<file path="config.mk">
export PLATFORM = sky130hd
export DESIGN_NAME = tc8_timer
export DESIGN_NICKNAME = d
export VERILOG_FILES = /design/src/rtl/tc8_pkg.sv /design/src/rtl/tc8_edge_sync.sv /design/src/rtl/tc8_tick_sel.sv /design/src/rtl/tc8_count_core.sv /design/src/rtl/tc8_timer.sv
export SDC_FILE = /design/constraint.sdc
export NUM_CORES = 1
export LEC_CHECK = 0
export ABC_CLOCK_PERIOD_IN_PS = 3900
export BUFFER_PORTS_ARGS = -buffer_cell sky130_fd_sc_hd__buf_2
export CAP_MARGIN = 20
export CORE_MARGIN = 10
export CORE_UTILIZATION = 47
export CTS_CLUSTER_SIZE = 24
export DETAILED_ROUTE_END_ITERATION = 10
export PLACE_DENSITY = 0.86
export SYNTH_ARGS = -nofsm -noshare
export SYNTH_HDL_FRONTEND = slang
export SYNTH_SLANG_ARGS = --single-unit
</file>
<file path="constraint.sdc">
create_clock -name clk_i -period 3.9 [get_ports clk_i]
set_clock_uncertainty 0.05 [all_clocks]
set_input_delay 0.39 -clock clk_i [delete_from_list [all_inputs] [get_ports clk_i]]
set_output_delay 0.39 -clock clk_i [all_outputs]
set_load 0.02 [all_outputs]
</file>
<file path="src/rtl/tc8_pkg.sv">
package tc8_pkg;

  typedef enum logic [2:0] {
    SRC_STOP     = 3'd0,
    SRC_SYS      = 3'd1,
    SRC_DIV8     = 3'd2,
    SRC_DIV64    = 3'd3,
    SRC_DIV256   = 3'd4,
    SRC_DIV1024  = 3'd5,
    SRC_EXT_FALL = 3'd6,
    SRC_EXT_RISE = 3'd7
  } src_e;

  localparam int unsigned PRE_BASE = 2;

  // true when a step from this value wraps to zero
  function automatic logic at_top(input logic [7:0] v);
    return &v;
  endfunction

  function automatic logic [7:0] step_count(input logic [7:0] v);
    return v + 8'd1;
  endfunction

endpackage

</file>
<file path="src/rtl/tc8_edge_sync.sv">
module tc8_edge_sync #(
  parameter int unsigned STAGES = 2
) (
  input  logic clk_i,
  input  logic rst_ni,
  input  logic pin_i,
  output logic rise_o,
  output logic fall_o
);
  logic [STAGES-1:0] sync_q;
  logic              hist_q;
  logic              synced;

  generate
    if (STAGES == 1) begin : g_one
      always_ff @(posedge clk_i or negedge rst_ni)
        if (!rst_ni) sync_q <= '0;
        else         sync_q <= pin_i;
    end else begin : g_many
      always_ff @(posedge clk_i or negedge rst_ni)
        if (!rst_ni) sync_q <= '0;
        else         sync_q <= {sync_q[STAGES-2:0], pin_i};
    end
  endgenerate

  assign synced = sync_q[STAGES-1];

  always_ff @(posedge clk_i or negedge rst_ni)
    if (!rst_ni) hist_q <= 1'b0;
    else         hist_q <= synced;

  assign rise_o = synced & ~hist_q;
  assign fall_o = ~synced & hist_q;


  rise_single_chk: assert property (@(posedge clk_i) disable iff (!rst_ni)
    rise_o |=> !rise_o);

  fall_single_chk: assert property (@(posedge clk_i) disable iff (!rst_ni)
    fall_o |=> !fall_o);
endmodule

</file>
<file path="src/rtl/tc8_tick_sel.sv">
module tc8_tick_sel
  import tc8_pkg::*;
#(
  parameter int unsigned NUM_PRE = 4
) (
  input  logic [2:0]         sel_i,
  input  logic [NUM_PRE-1:0] pre_en_i,
  input  logic               ext_rise_i,
  input  logic               ext_fall_i,
  output logic               tick_o
);
  localparam int unsigned PRE_LAST = PRE_BASE + NUM_PRE - 1;

  src_e src;
  assign src = src_e'(sel_i);

  always_comb begin
    tick_o = 1'b0;
    unique case (src)
      SRC_STOP:     tick_o = 1'b0;
      SRC_SYS:      tick_o = 1'b1;
      SRC_EXT_FALL: tick_o = ext_fall_i;
      SRC_EXT_RISE: tick_o = ext_rise_i;
      default: begin
        for (int i = 0; i < NUM_PRE; i++)
          if (32'(sel_i) == PRE_BASE + i) tick_o = pre_en_i[i];
        if (32'(sel_i) > PRE_LAST) tick_o = 1'b0;
      end
    endcase
  end
endmodule

</file>
<file path="src/rtl/tc8_count_core.sv">
module tc8_count_core
  import tc8_pkg::*;
(
  input  logic       clk_i,
  input  logic       rst_ni,
  input  logic       tick_i,
  input  logic       wr_i,
  input  logic [7:0] wdata_i,
  input  logic       clr_i,
  output logic [7:0] cnt_o,
  output logic       flag_o,
  output logic       wrap_o
);
  logic [7:0] cnt_q;
  logic       flag_q;

  assign wrap_o = tick_i & ~wr_i & at_top(cnt_q);

  always_ff @(posedge clk_i or negedge rst_ni)
    if (!rst_ni)     cnt_q <= '0;
    else if (wr_i)   cnt_q <= wdata_i;
    else if (tick_i) cnt_q <= step_count(cnt_q);

  always_ff @(posedge clk_i or negedge rst_ni)
    if (!rst_ni)      flag_q <= 1'b0;
    else if (wrap_o)  flag_q <= 1'b1;
    else if (clr_i)   flag_q <= 1'b0;

  assign cnt_o  = cnt_q;
  assign flag_o = flag_q;


  wrap_sets_flag_chk: assert property (@(posedge clk_i) disable iff (!rst_ni)
    wrap_o |=> (flag_o && cnt_o == 8'd0));

  flag_sticky_chk: assert property (@(posedge clk_i) disable iff (!rst_ni)
    (flag_o && !clr_i) |=> flag_o);

  wrap_beats_clr_chk: assert property (@(posedge clk_i) disable iff (!rst_ni)
    (wrap_o && clr_i) |=> flag_o);

  write_loads_chk: assert property (@(posedge clk_i) disable iff (!rst_ni)
    wr_i |=> cnt_o == $past(wdata_i));
endmodule

</file>
<file path="src/rtl/tc8_timer.sv">
module tc8_timer
  import tc8_pkg::*;
(
  input  logic       clk_i,
  input  logic       rst_ni,
  input  logic [2:0] src_sel_i,
  input  logic [3:0] pre_en_i,
  input  logic       ext_pin_i,
  input  logic       cnt_wr_i,
  input  logic [7:0] cnt_wdata_i,
  input  logic       ovf_clr_i,
  input  logic       ovf_ie_i,
  output logic [7:0] cnt_o,
  output logic       ovf_flag_o,
  output logic       irq_o
);
  logic ext_rise, ext_fall, tick, wrap;

  tc8_edge_sync #(.STAGES(2)) u_sync (
    .clk_i(clk_i), .rst_ni(rst_ni), .pin_i(ext_pin_i),
    .rise_o(ext_rise), .fall_o(ext_fall)
  );

  tc8_tick_sel #(.NUM_PRE(4)) u_sel (
    .sel_i(src_sel_i), .pre_en_i(pre_en_i),
    .ext_rise_i(ext_rise), .ext_fall_i(ext_fall), .tick_o(tick)
  );

  tc8_count_core u_core (
    .clk_i(clk_i), .rst_ni(rst_ni), .tick_i(tick), .wr_i(cnt_wr_i),
    .wdata_i(cnt_wdata_i), .clr_i(ovf_clr_i), .cnt_o(cnt_o),
    .flag_o(ovf_flag_o), .wrap_o(wrap)
  );

  assign irq_o = ovf_flag_o & ovf_ie_i;


  stop_holds_chk: assert property (@(posedge clk_i) disable iff (!rst_ni)
    (src_sel_i == 3'd0 && !cnt_wr_i) |=> $stable(cnt_o));

  sys_steps_chk: assert property (@(posedge clk_i) disable iff (!rst_ni)
    (src_sel_i == 3'd1 && !cnt_wr_i) |=> cnt_o == $past(cnt_o) + 8'd1);
endmodule

</file>
==> out/metrics.yaml, run 1 <==
sta:
  rsz0062_at_grt: "no"
  timing.final.crit_share_pct: 48.0
  setup_slack_ps: 2030
  max_slew_margin_pct: 68.7
  tns_ps: 0
  drv_slew: 0
  hold_viol_final: 0
  tightestPinTransition_ps: 470
  fin_crit_ps: 1870
  max_clock_freq_mhz: 534
  setup_viol: 0
job:
  maxCapViolCount: 0
setup_path:
  cp-start-kind: "flip-flop"
  ff2ff_setup_slack_ps: 2030
  reg2reg_to: "u_core.cnt_o[6]"
  cp_slowest_cell: "or4_1"
  path_cells: "or2b_1 > a211oi_2 > o21ai_2 > or4_1 > nand3_1"
  endpoint: "u_core.cnt_o[6]"
  cp.depth: 5
  startpoint: "u_sync.sync_q[1]"
  r2r-start: "u_sync.sync_q[1]"
  slowest_delay_ps: 480
  rr_worst_depth: 5
  crit_path_end_kind: "flip-flop"
  worstPathBufferInverterCount: 0
  worstPathRequired_ps: 4060
  path_max_fanout: 6
  worst_ep_arrival_time_ps: 2040
  crit_type: "reg -> reg"
  crit_family: "simple AND/OR/NAND/NOR gates"
placement:
  dpl.hpwl_um: 1310
  place.port_buffers: 30
  place_area_sq_um: 821
  place_congestion: 0.772
  dpl_worst_slack_ps: 1940
clock_network:
  clkLatencyLatePin_ps: 280
  hold_buffers: 1
  cts_num_sinks: 12
  cts_root_buffer: "clkbuf_4"
  cts_tree: "yes"
  numCtsBuffers: 3
  cts_max_path_buffers: 2
  post_cts_resized: 0
  htree_levels: 1
  post_cts_buffers: 0
  cts.reportedPaths.clkPinSlew_ps: 70
cells_and_area:
  fillers: 115
  antenna_cells: 0
  area_growth_pct: 30.2
  post-route-util_pct: 65.6
  fin_area_sq_um: 853
  final_common_cell: "buf_2"
  layout_common_cells: "buf_2, dfrtp_1, o21ai_0"
  nets: 123
  final_layout_size_suffix_gt1_share_pct: 39.4
floorplanning:
  die_h_um: 57.4
  start_util_pct: 50.4
  die_area_sq_um: 3290
  die_w_um: 57.4
  core_area_sq_um: 1300
  row_count: 13
  pin_count: 31
power_and_ir_drop:
  p_seq_share_pct: 50.3
  irDropWorstVdd_mv: 0.184
  combPwrFrac_pct: 23.8
  p_leak_nw: 0.407
  power_density_nw_per_um2: 348
  p_sw_share_pct: 32.0
  clockPowerShare_pct: 25.8
  p_int_uw: 202
  p_sw_uw: 94.9
  total_power_uw: 297
global_routing:
  grt-ovfl-total: 0
  grt_pass1_vias: 596
  track_usage_pct: 10.4
  grt_max_degree: 18
  grt_pass1_wl_um: 2720
  antenna_found_initial: 0
routing:
  post_drt_wl_per_cell_um: 14.1
  route.final.wire_length_um: 1600
  firstDrtPassIters: 4
  drt_iter0_drc: 6
  drt.antenna.violating_nets: 0
  viasPerCell: 5.22
  num_vias: 595
  post-route-drc-count: 0
synth:
  ys_ff_latch: 12
  synth.distinct_cells: 30
  yosysSeqAreaShare_pct: 45.8
  syn_area_sq_um: 656
  synth_nets: 88
  synthCells: 66
  postSynthAreaPerCell_sq_um: 9.93
  yosysWarningCount: 0
min_path:
  worstHoldPathType: "in -> reg"
status:
  status: "completed"
[layout make-up]
type / count / area (sq um) / area share, %
multi-input cells: 50 / 340 / 39.9
flip-flops and latches: 12 / 300 / 35.2
repair buffers: 31 / 160 / 18.8
clock buffers: 3 / 22.5 / 2.64
well taps: 15 / 18.8 / 2.20
inverters: 3 / 11.3 / 1.32
[state kept, by name, indices dropped and copies added (netlist names)]
register and count:
u_core.flag_o 1, u_sync.sync_q 2, u_sync.hist_q 1, u_core.cnt_o 8
[logic make-up (layout without fill, tap and decap cells)]
| group | after synthesis | after routing | synth area share [%] |
|---|---|---|---|
| AND/OR/NAND/NOR | 24 | 24 | 21.8 |
| AO/OA/AOI/OAI | 19 | 19 | 20.0 |
| flip-flops | 12 | 12 | 45.8 |
| XOR/XNOR | 5 | 5 | 6.68 |
| buffers and inverters | 4 | 37 | 2.29 |
| adder cells (fa/ha/maj) | 1 | 1 | 1.91 |
| multiplexers | 1 | 1 | 1.53 |
[per-layer routing]
| layer | vias up | routed length, um | track usage [%] |
|---|---|---|---|
| met5 | - | 0 | 0 |
| met4 | 0 | 36 | 6.04 |
| met3 | 5 | 101 | 3.98 |
| met2 | 17 | 788 | 16.3 |
| met1 | 264 | 679 | 11.7 |
| li1 | 309 | - | - |
[synthesized netlist by cell type]
library cell / instances / area (sq um)
dfrtp_1: 12 / 300
o21ai_0: 9 / 45.0
nand2_1: 7 / 26.3
xor2_1: 5 / 43.8
inv_1: 3 / 11.3
nand3_1: 3 / 15.0
nor2_1: 3 / 11.3
o2111ai_1: 2 / 17.5
a211oi_2: 1 / 12.5
a21oi_1: 1 / 5.00
a311oi_2: 1 / 15.0
a31oi_1: 1 / 6.26
and2_1: 1 / 6.26
and2_2: 1 / 7.51
and4_1: 1 / 8.76
clkbuf_1: 1 / 3.75
ha_1: 1 / 12.5
mux2i_1: 1 / 10.0
nand2b_4: 1 / 13.8
nand3b_1: 1 / 7.51
nand4_1: 1 / 6.26
nor2b_1: 1 / 6.26
nor3b_2: 1 / 12.5
o211ai_1: 1 / 7.51
o21ai_2: 1 / 8.76
o21bai_1: 1 / 7.51
o22ai_1: 1 / 6.26
or2b_1: 1 / 7.51
or3_1: 1 / 6.26
or4_1: 1 / 7.51
[power by group through the flow]
| stage | Combinational (mW) | Clock, mW | Sequential [mW] |
|---|---|---|---|
| floorplan | 0.0284 | 0 | 0.162 |
| global placement | 0.0685 | 0 | 0.151 |
| detailed placement | 0.0707 | 0 | 0.151 |
| CTS | 0.0719 | 0.0784 | 0.149 |
| global route | 0.0792 | 0.0850 | 0.151 |
| finish | 0.0707 | 0.0765 | 0.149 |
[metrics by stage]
step | hold WS, ps | std cells
CTS | 159 | 114
global placement | 223 | 110
floorplan | 44.4 | 66
finish | 164 | 114
global route | 154 | 114
detailed placement | 228 | 110
[worst min path at each step]
stage / start / to / slack [ps] / cells after the start
detailed placement: rst_ni / u_core.flag_o / 230 / 1
CTS: ext_pin_i / u_sync.sync_q[0] / 160 / 1
global placement: rst_ni / u_core.flag_o / 220 / 1
finish: ext_pin_i / u_sync.sync_q[0] / 160 / 1
global route: ext_pin_i / u_sync.sync_q[0] / 150 / 1
floorplan: rst_ni / u_core.cnt_o[0] / 40 / 0
Note: power is estimated with default switching activity, not from simulation.
==> inputs of run 2 (changes only) <==
Settings changed: ABC_AREA set to 1, ABC_CLOCK_PERIOD_IN_PS 3900 to 1850, PLACE_DENSITY 0.86 to 0.82.
Clock period 3.9 ns to 1.85 ns, I/O delays scaled along.
==> out/metrics.yaml, run 2 <==
global_routing:
  grt_pass1_wl_um: 3300  # +21%
  grt_pass1_vias: 780  # +31%
  grt-ovfl-total: 0  # unchanged
  antenna_found_initial: 0  # unchanged
  track_usage_pct: 11.6  # +1.3 points
  grt_max_degree: 14  # -4
setup_path:
  worst_ep_arrival_time_ps: 1510  # -530 ps
  cp_slowest_cell: "dfrtp_1"
  crit_type: "reg -> reg"
  path_cells: "ha_1 > nand3_1 > xor2_1 > o21ai_0 > nand2_1 > nand2_1"
  critPathMostFrequentCell: "nand2_1"
  rr_worst_depth: 6  # +1
  reg2reg_to: "u_core.cnt_o[4]"
  cp-start-kind: "flip-flop"
  crit_path_end_kind: "flip-flop"
  ff2ff_setup_slack_ps: 500  # -1530 ps
  r2r-start: "u_core.cnt_o[0]"
  path_max_fanout: 7  # +1
  worstPathRequired_ps: 2010  # -2050 ps
  slowest_delay_ps: 460  # -20 ps
cells_and_area:
  final_common_cell: "nand2_1"
  area_growth_pct: 25.6
  fin_area_sq_um: 1000  # +17%
  layout_common_cells: "nand2_1, buf_2, inv_1"
  fin_cells: 162  # +42%
  largest_register_ffs: 8  # unchanged
  antenna_cells: 0  # unchanged
  final_layout_size_suffix_gt1_share_pct: 28.1  # -11 points
  post-route-util_pct: 64.1  # -1.5 points
  fillers: 147  # +28%
  nets: 170  # +38%
sta:
  tightestPinTransition_ps: 378  # -92.1 ps
  max_slew_margin_pct: 74.8  # +6.1 points
  hold_viol_final: 0  # unchanged
  drv_slew: 0  # unchanged
  rsz0062_at_grt: "no"
  fin_crit_ps: 1350  # -525 ps
  tns_ps: 0  # unchanged
  timing.final.crit_share_pct: 72.8  # +25 points
  setup_viol: 0  # unchanged
  max_clock_freq_mhz: 742  # +39%
synth:
  syn_area_sq_um: 796  # +21%
  yosys-top-cells-area: "dfrtp_1, nand2_1, inv_1, nand3_1, nand3_4"
  yosysSeqAreaShare_pct: 37.7  # -8.1 points
  synth-async-reset-ratio_pct: 100  # unchanged
  synth_top_area_cell: "dfrtp_1"
  ys_ff_latch: 12  # unchanged
  yosysWarningCount: 0  # unchanged
  ys_top_cells_by_count: "nand2_1, inv_1, dfrtp_1"
  synthCells: 113  # +71%
  netlist.area_leader.share_pct: 37.7  # -8.1 points
  ys.flop_type: "dfrtp_1"
  synthMostInstantiatedCell: "nand2_1"
  synth_edf_count: 0  # unchanged
  synth_nets: 135  # +53%
  postSynthAreaPerCell_sq_um: 7.04  # -29%
  synth.distinct_cells: 18  # -40%
clock_network:
  cts_root_buffer: "clkbuf_4"
  post_cts_buffers: 0  # unchanged
  cts_num_sinks: 12  # unchanged
  numCtsBuffers: 3  # unchanged
  cts.reportedPaths.clkPinSlew_ps: 70  # about the same
  cts_tree: "yes"
  htree_levels: 1  # unchanged
  clkLatencyLatePin_ps: 270  # about the same
  cts_max_path_buffers: 2  # unchanged
routing:
  post-route-drc-count: 0  # unchanged
  viasPerCell: 4.98  # -4.6%
  num_vias: 807  # +36%
  drt.antenna.violating_nets: 0  # unchanged
  drt_iter0_drc: 11  # +5
  route.final.wire_length_um: 2010  # +25%
  post_drt_wl_per_cell_um: 12.4  # -12%
  firstDrtPassIters: 4  # unchanged
floorplanning:
  core_area_sq_um: 1560  # +20%
  die_area_sq_um: 3740  # +14%
  die_h_um: 61.1  # +6.6%
  start_util_pct: 51.0  # +0.66 points
  pin_count: 31  # unchanged
  die_w_um: 61.1  # +6.6%
  row_count: 14  # +1
placement:
  place_congestion: 0.840  # +8.9%
  place_area_sq_um: 957  # +17%
  placed_cells: 157  # +43%
  place.port_buffers: 30  # unchanged
  dpl.hpwl_um: 1610  # +23%
min_path:
  hold_end: "u_core.flag_o"
  hp-start: "ovf_clr_i"
  worstHoldPathCells: 2  # +1
  worstHoldPathType: "in -> reg"
power_and_ir_drop:
  total_power_uw: 751  # +150%
  irDropWorstVdd_mv: 0.518  # +180%
  p_leak_nw: 0.568  # +40%
  power_density_nw_per_um2: 751  # +120%
job:
  maxCapViolCount: 0  # unchanged
status:
  status: "completed"
[run 2: area by class of cell]
class | count | area, sq um | share of cell area [%]
sequential | 12 | 300 | 30.0
clock buffer | 3 | 22.5 | 2.25
inverter | 15 | 56.3 | 5.63
multi-input combinational | 84 | 430 | 43.1
tap | 16 | 20.0 | 2.00
timing repair buffer | 32 | 170 | 17.0
[run 2: worst max-delay path, delay by kind of cell, from the launching register on]
| family | cells | cell delay (ps) |
|---|---|---|
| AO/OA/AOI/OAI | 1 | 140 |
| AND/OR/NAND/NOR | 3 | 230 |
| XOR/XNOR | 1 | 150 |
| adder cells (fa/ha/maj) | 1 | 270 |
| flip-flops | 1 | 460 |
[run 2: metrics by stage]
step                hold WS [ps]  setup slack, ps
detailed placement          30.4              516
CTS                         44.5              500
global route                61.8              409
floorplan                   -161              475
global placement            34.2              591
finish                      48.2              503
[run 2: kinds of logic (layout without fill, tap and decap cells)]
kind of cell             Yosys count  after routing  synth area share [%]
AND/OR/NAND/NOR                   71             71                  43.1
AO/OA/AOI/OAI                      9              9                  6.13
flip-flops                        12             12                  37.7
adder cells (fa/ha/maj)            1              1                  1.57
XOR/XNOR                           3              3                  3.30
buffers and inverters             17             50                  8.17
[run 2: power by group]
group | internal (mW) | total (mW) | switching (mW)
registers | 0.296 | 0.346 | 0.0498
logic | 0.0966 | 0.247 | 0.151
clock network | 0.0753 | 0.157 | 0.0821
total | 0.468 | 0.751 | 0.283
[run 2: repair_timing]
item	CTS	global route
endpoints found under the hold margin	13	0
resized for setup	0	0
hold buffers	2	0
[run 2: how the worst max path moves through the flow]
stage / depth (start not counted) / start / slack (ps) / endpoint
after floorplan: 6 / u_core.cnt_o[0] / 470 / u_core.cnt_o[4]
after global placement: 6 / u_core.cnt_o[0] / 590 / u_core.cnt_o[4]
final: 6 / u_core.cnt_o[0] / 500 / u_core.cnt_o[4]
after CTS: 6 / u_core.cnt_o[0] / 500 / u_core.cnt_o[4]
after global routing: 6 / u_core.cnt_o[0] / 410 / u_core.cnt_o[4]
after detailed placement: 6 / u_core.cnt_o[0] / 520 / u_core.cnt_o[4]
[run 2: per-layer routing]
layer	routed length, um	up-vias	track usage, %
met5	0	-	0
li1	-	426	-
met4	35	0	5.86
met2	901	26	18.6
met3	199	4	4.12
met1	869	351	13.4
==> inputs of run 3 (changes only) <==
Settings changed: ABC_CLOCK_PERIOD_IN_PS 1850 to 1300.
Clock period 1.85 ns to 1.3 ns, I/O delays scaled along.
==> out/metrics.yaml, run 3 (synthesized netlist as in run 2, its figures left out) <==
status:
  status: "completed"
routing:
  viasPerCell: 5.28  # +6.1%
  drt_iter0_drc: 40  # +29
  post-route-drc-count: 0  # unchanged
  firstDrtPassIters: 4  # unchanged
  drt.antenna.violating_nets: 0  # unchanged
  route.final.wire_length_um: 2220  # +11%
  post_drt_wl_per_cell_um: 13.1  # +6.1%
  num_vias: 893  # +11%
cells_and_area:
  final_layout_size_suffix_gt1_share_pct: 35.9  # +7.9 points
  area_growth_pct: 35.7
  layout_common_cells: "nand2_1, buf_2, inv_1"
  antenna_cells: 0  # unchanged
  fin_area_sq_um: 1080  # +8.0%
  nets: 176  # +3.5%
  multi_input_area_sq_um: 450  # +4.7%
  final_common_cell: "nand2_1"
  post-route-util_pct: 69.3  # +5.1 points
  largest_register_ffs: 8  # unchanged
  fin_cells: 169  # +4.3%
  regArea_sq_um: 307  # +2.1%
  fillers: 139  # -5.4%
power_and_ir_drop:
  clockPowerShare_pct: 24.9  # +3.9 points
  p_sw_uw: 442  # +56%
  irDropWorstVdd_mv: 0.696  # +34%
  p_seq_share_pct: 40.1  # -6.0 points
  p_leak_nw: 0.596  # +5.0%
  combPwrFrac_pct: 35.0  # +2.1 points
  p_sw_share_pct: 36.5  # -1.1 points
  power_density_nw_per_um2: 1120  # +49%
  p_int_uw: 768  # +64%
sta:
  setup_slack_ps: 107  # -396 ps
  hold_slack_ps: 26.0  # -22.2 ps
  hold_viol_final: 0  # unchanged
  timing.final.crit_share_pct: 91.8  # +19 points
  drv_slew: 0  # unchanged
  max_clock_freq_mhz: 838  # +13%
  setup_viol: 0  # unchanged
  max_slew_margin_pct: 72.1  # -2.7 points
  tightestPinTransition_ps: 417  # +39.9 ps
  fin_crit_ps: 1190  # -154 ps
global_routing:
  grt-ovfl-total: 0  # unchanged
  antenna_found_initial: 0  # unchanged
  grt_pass1_vias: 933  # +20%
  grt_pass1_wl_um: 3690  # +12%
  grt_max_degree: 13  # -1
  track_usage_pct: 12.8  # +1.2 points
setup_path:
  cp-start-kind: "flip-flop"
  critPathMostFrequentCell: "nand2_1"
  path_cells: "ha_2 > nand3_1 > xor2_1 > o21ai_1 > nand2_1 > nand2_1"
  crit_type: "reg -> reg"
  path_max_fanout: 4  # -3
  crit_family: "flip-flops"
  worstPathRequired_ps: 1420  # -590 ps
  cp_slowest_cell: "dfrtp_2"
  crit_path_end_kind: "flip-flop"
  worstPathBufferInverterCount: 0  # unchanged
  worst_ep_arrival_time_ps: 1320  # -190 ps
  slowest_delay_ps: 410  # -50 ps
min_path:
  worstHoldPathType: "in -> reg"
floorplanning:
  core_area_sq_um: 1560  # unchanged
  die_h_um: 61.1  # unchanged
  pin_count: 31  # unchanged
  start_util_pct: 51.0  # unchanged
  die_area_sq_um: 3740  # unchanged
  row_count: 14  # unchanged
  die_w_um: 61.1  # unchanged
job:
  maxCapViolCount: 0  # unchanged
clock_network:
  numCtsBuffers: 3  # unchanged
  cts.reportedPaths.clkPinSlew_ps: 80  # about the same
  htree_levels: 1  # unchanged
  cts_max_path_buffers: 2  # unchanged
  cts_num_sinks: 12  # unchanged
  cts_tree: "yes"
  cts_root_buffer: "clkbuf_4"
  clkLatencyLatePin_ps: 270  # about the same
placement:
  place.port_buffers: 30  # unchanged
  dpl.hpwl_um: 1640  # +1.4%
  place_congestion: 0.792  # -5.8%
  place_area_sq_um: 982  # +2.6%
  placed_cells: 160  # +1.9%
  dpl_worst_slack_ps: 61.0  # -455 ps
[run 3: changes by cell type in the layout (fill, tap and decap cells not counted), sizes merged]
cell	delta
buf	+4
clkbuf	+1
dlygate4sd3	+1
nand3	+1
[run 3: cell type report]
| class | instances | share of cell area, % |
|---|---|---|
| inverters | 15 | 5.21 |
| well taps | 16 | 1.85 |
| repair buffers | 37 | 19.5 |
| multi-input cells | 85 | 41.7 |
| clock buffers | 4 | 3.36 |
| flip-flops and latches | 12 | 28.4 |
[run 3: path summary, 6_finish.rpt]
| check | startpoint | end | slack [ps] | cells past startpoint |
|---|---|---|---|---|
| min in group asynchronous | rst_ni | u_core.cnt_o[6] | 200 | 2 |
| max in group asynchronous | rst_ni | u_core.cnt_o[3] | 760 | 2 |
| setup / recovery | u_core.cnt_o[0] | u_core.cnt_o[4] | 110 | 6 |
| hold / removal | cnt_wdata_i[7] | u_core.cnt_o[7] | 30 | 3 |
| setup reg to reg | u_core.cnt_o[0] | u_core.cnt_o[4] | 110 | 6 |
| hold reg to reg | u_sync.sync_q[0] | u_sync.sync_q[1] | 310 | 0 |
[run 3: timing repair]
| action | in CTS | in global routing |
|---|---|---|
| endpoints found under the setup margin | 0 | 7 |
| buffers inserted | 0 | 1 |
| hold buffers | 3 | 0 |
| hold endpoints to repair | 14 | 0 |
| resized for setup | 0 | 7 |
[run 3: stage by stage]
stage,power (mW),setup TNS [ps]
floorplan,0.722,0
global placement,0.860,0
detailed placement,0.880,0
CTS,1.18,0
global route,1.30,-0.290
finish,1.21,0
[run 3: power groups by stage]
stage               clock, mW  sequential, mW  combinational (mW)
CTS                     0.304           0.482               0.399
finish                  0.301           0.485               0.424
global route            0.338           0.493               0.475
global placement            0           0.485               0.375
floorplan                   0           0.545               0.177
detailed placement          0           0.489               0.391
[run 3: layer usage]
metal	global-route usage [%]	part of all wire (%)
met5	0	0
met2	22.9	48
met1	13.0	41
met3	3.70	8.6
met4	7.49	2.5
[run 3: tightest hold or removal path, stage by stage]
cell and delay, ps:
buf_2 80, nand2_1 50, nand3_1 70
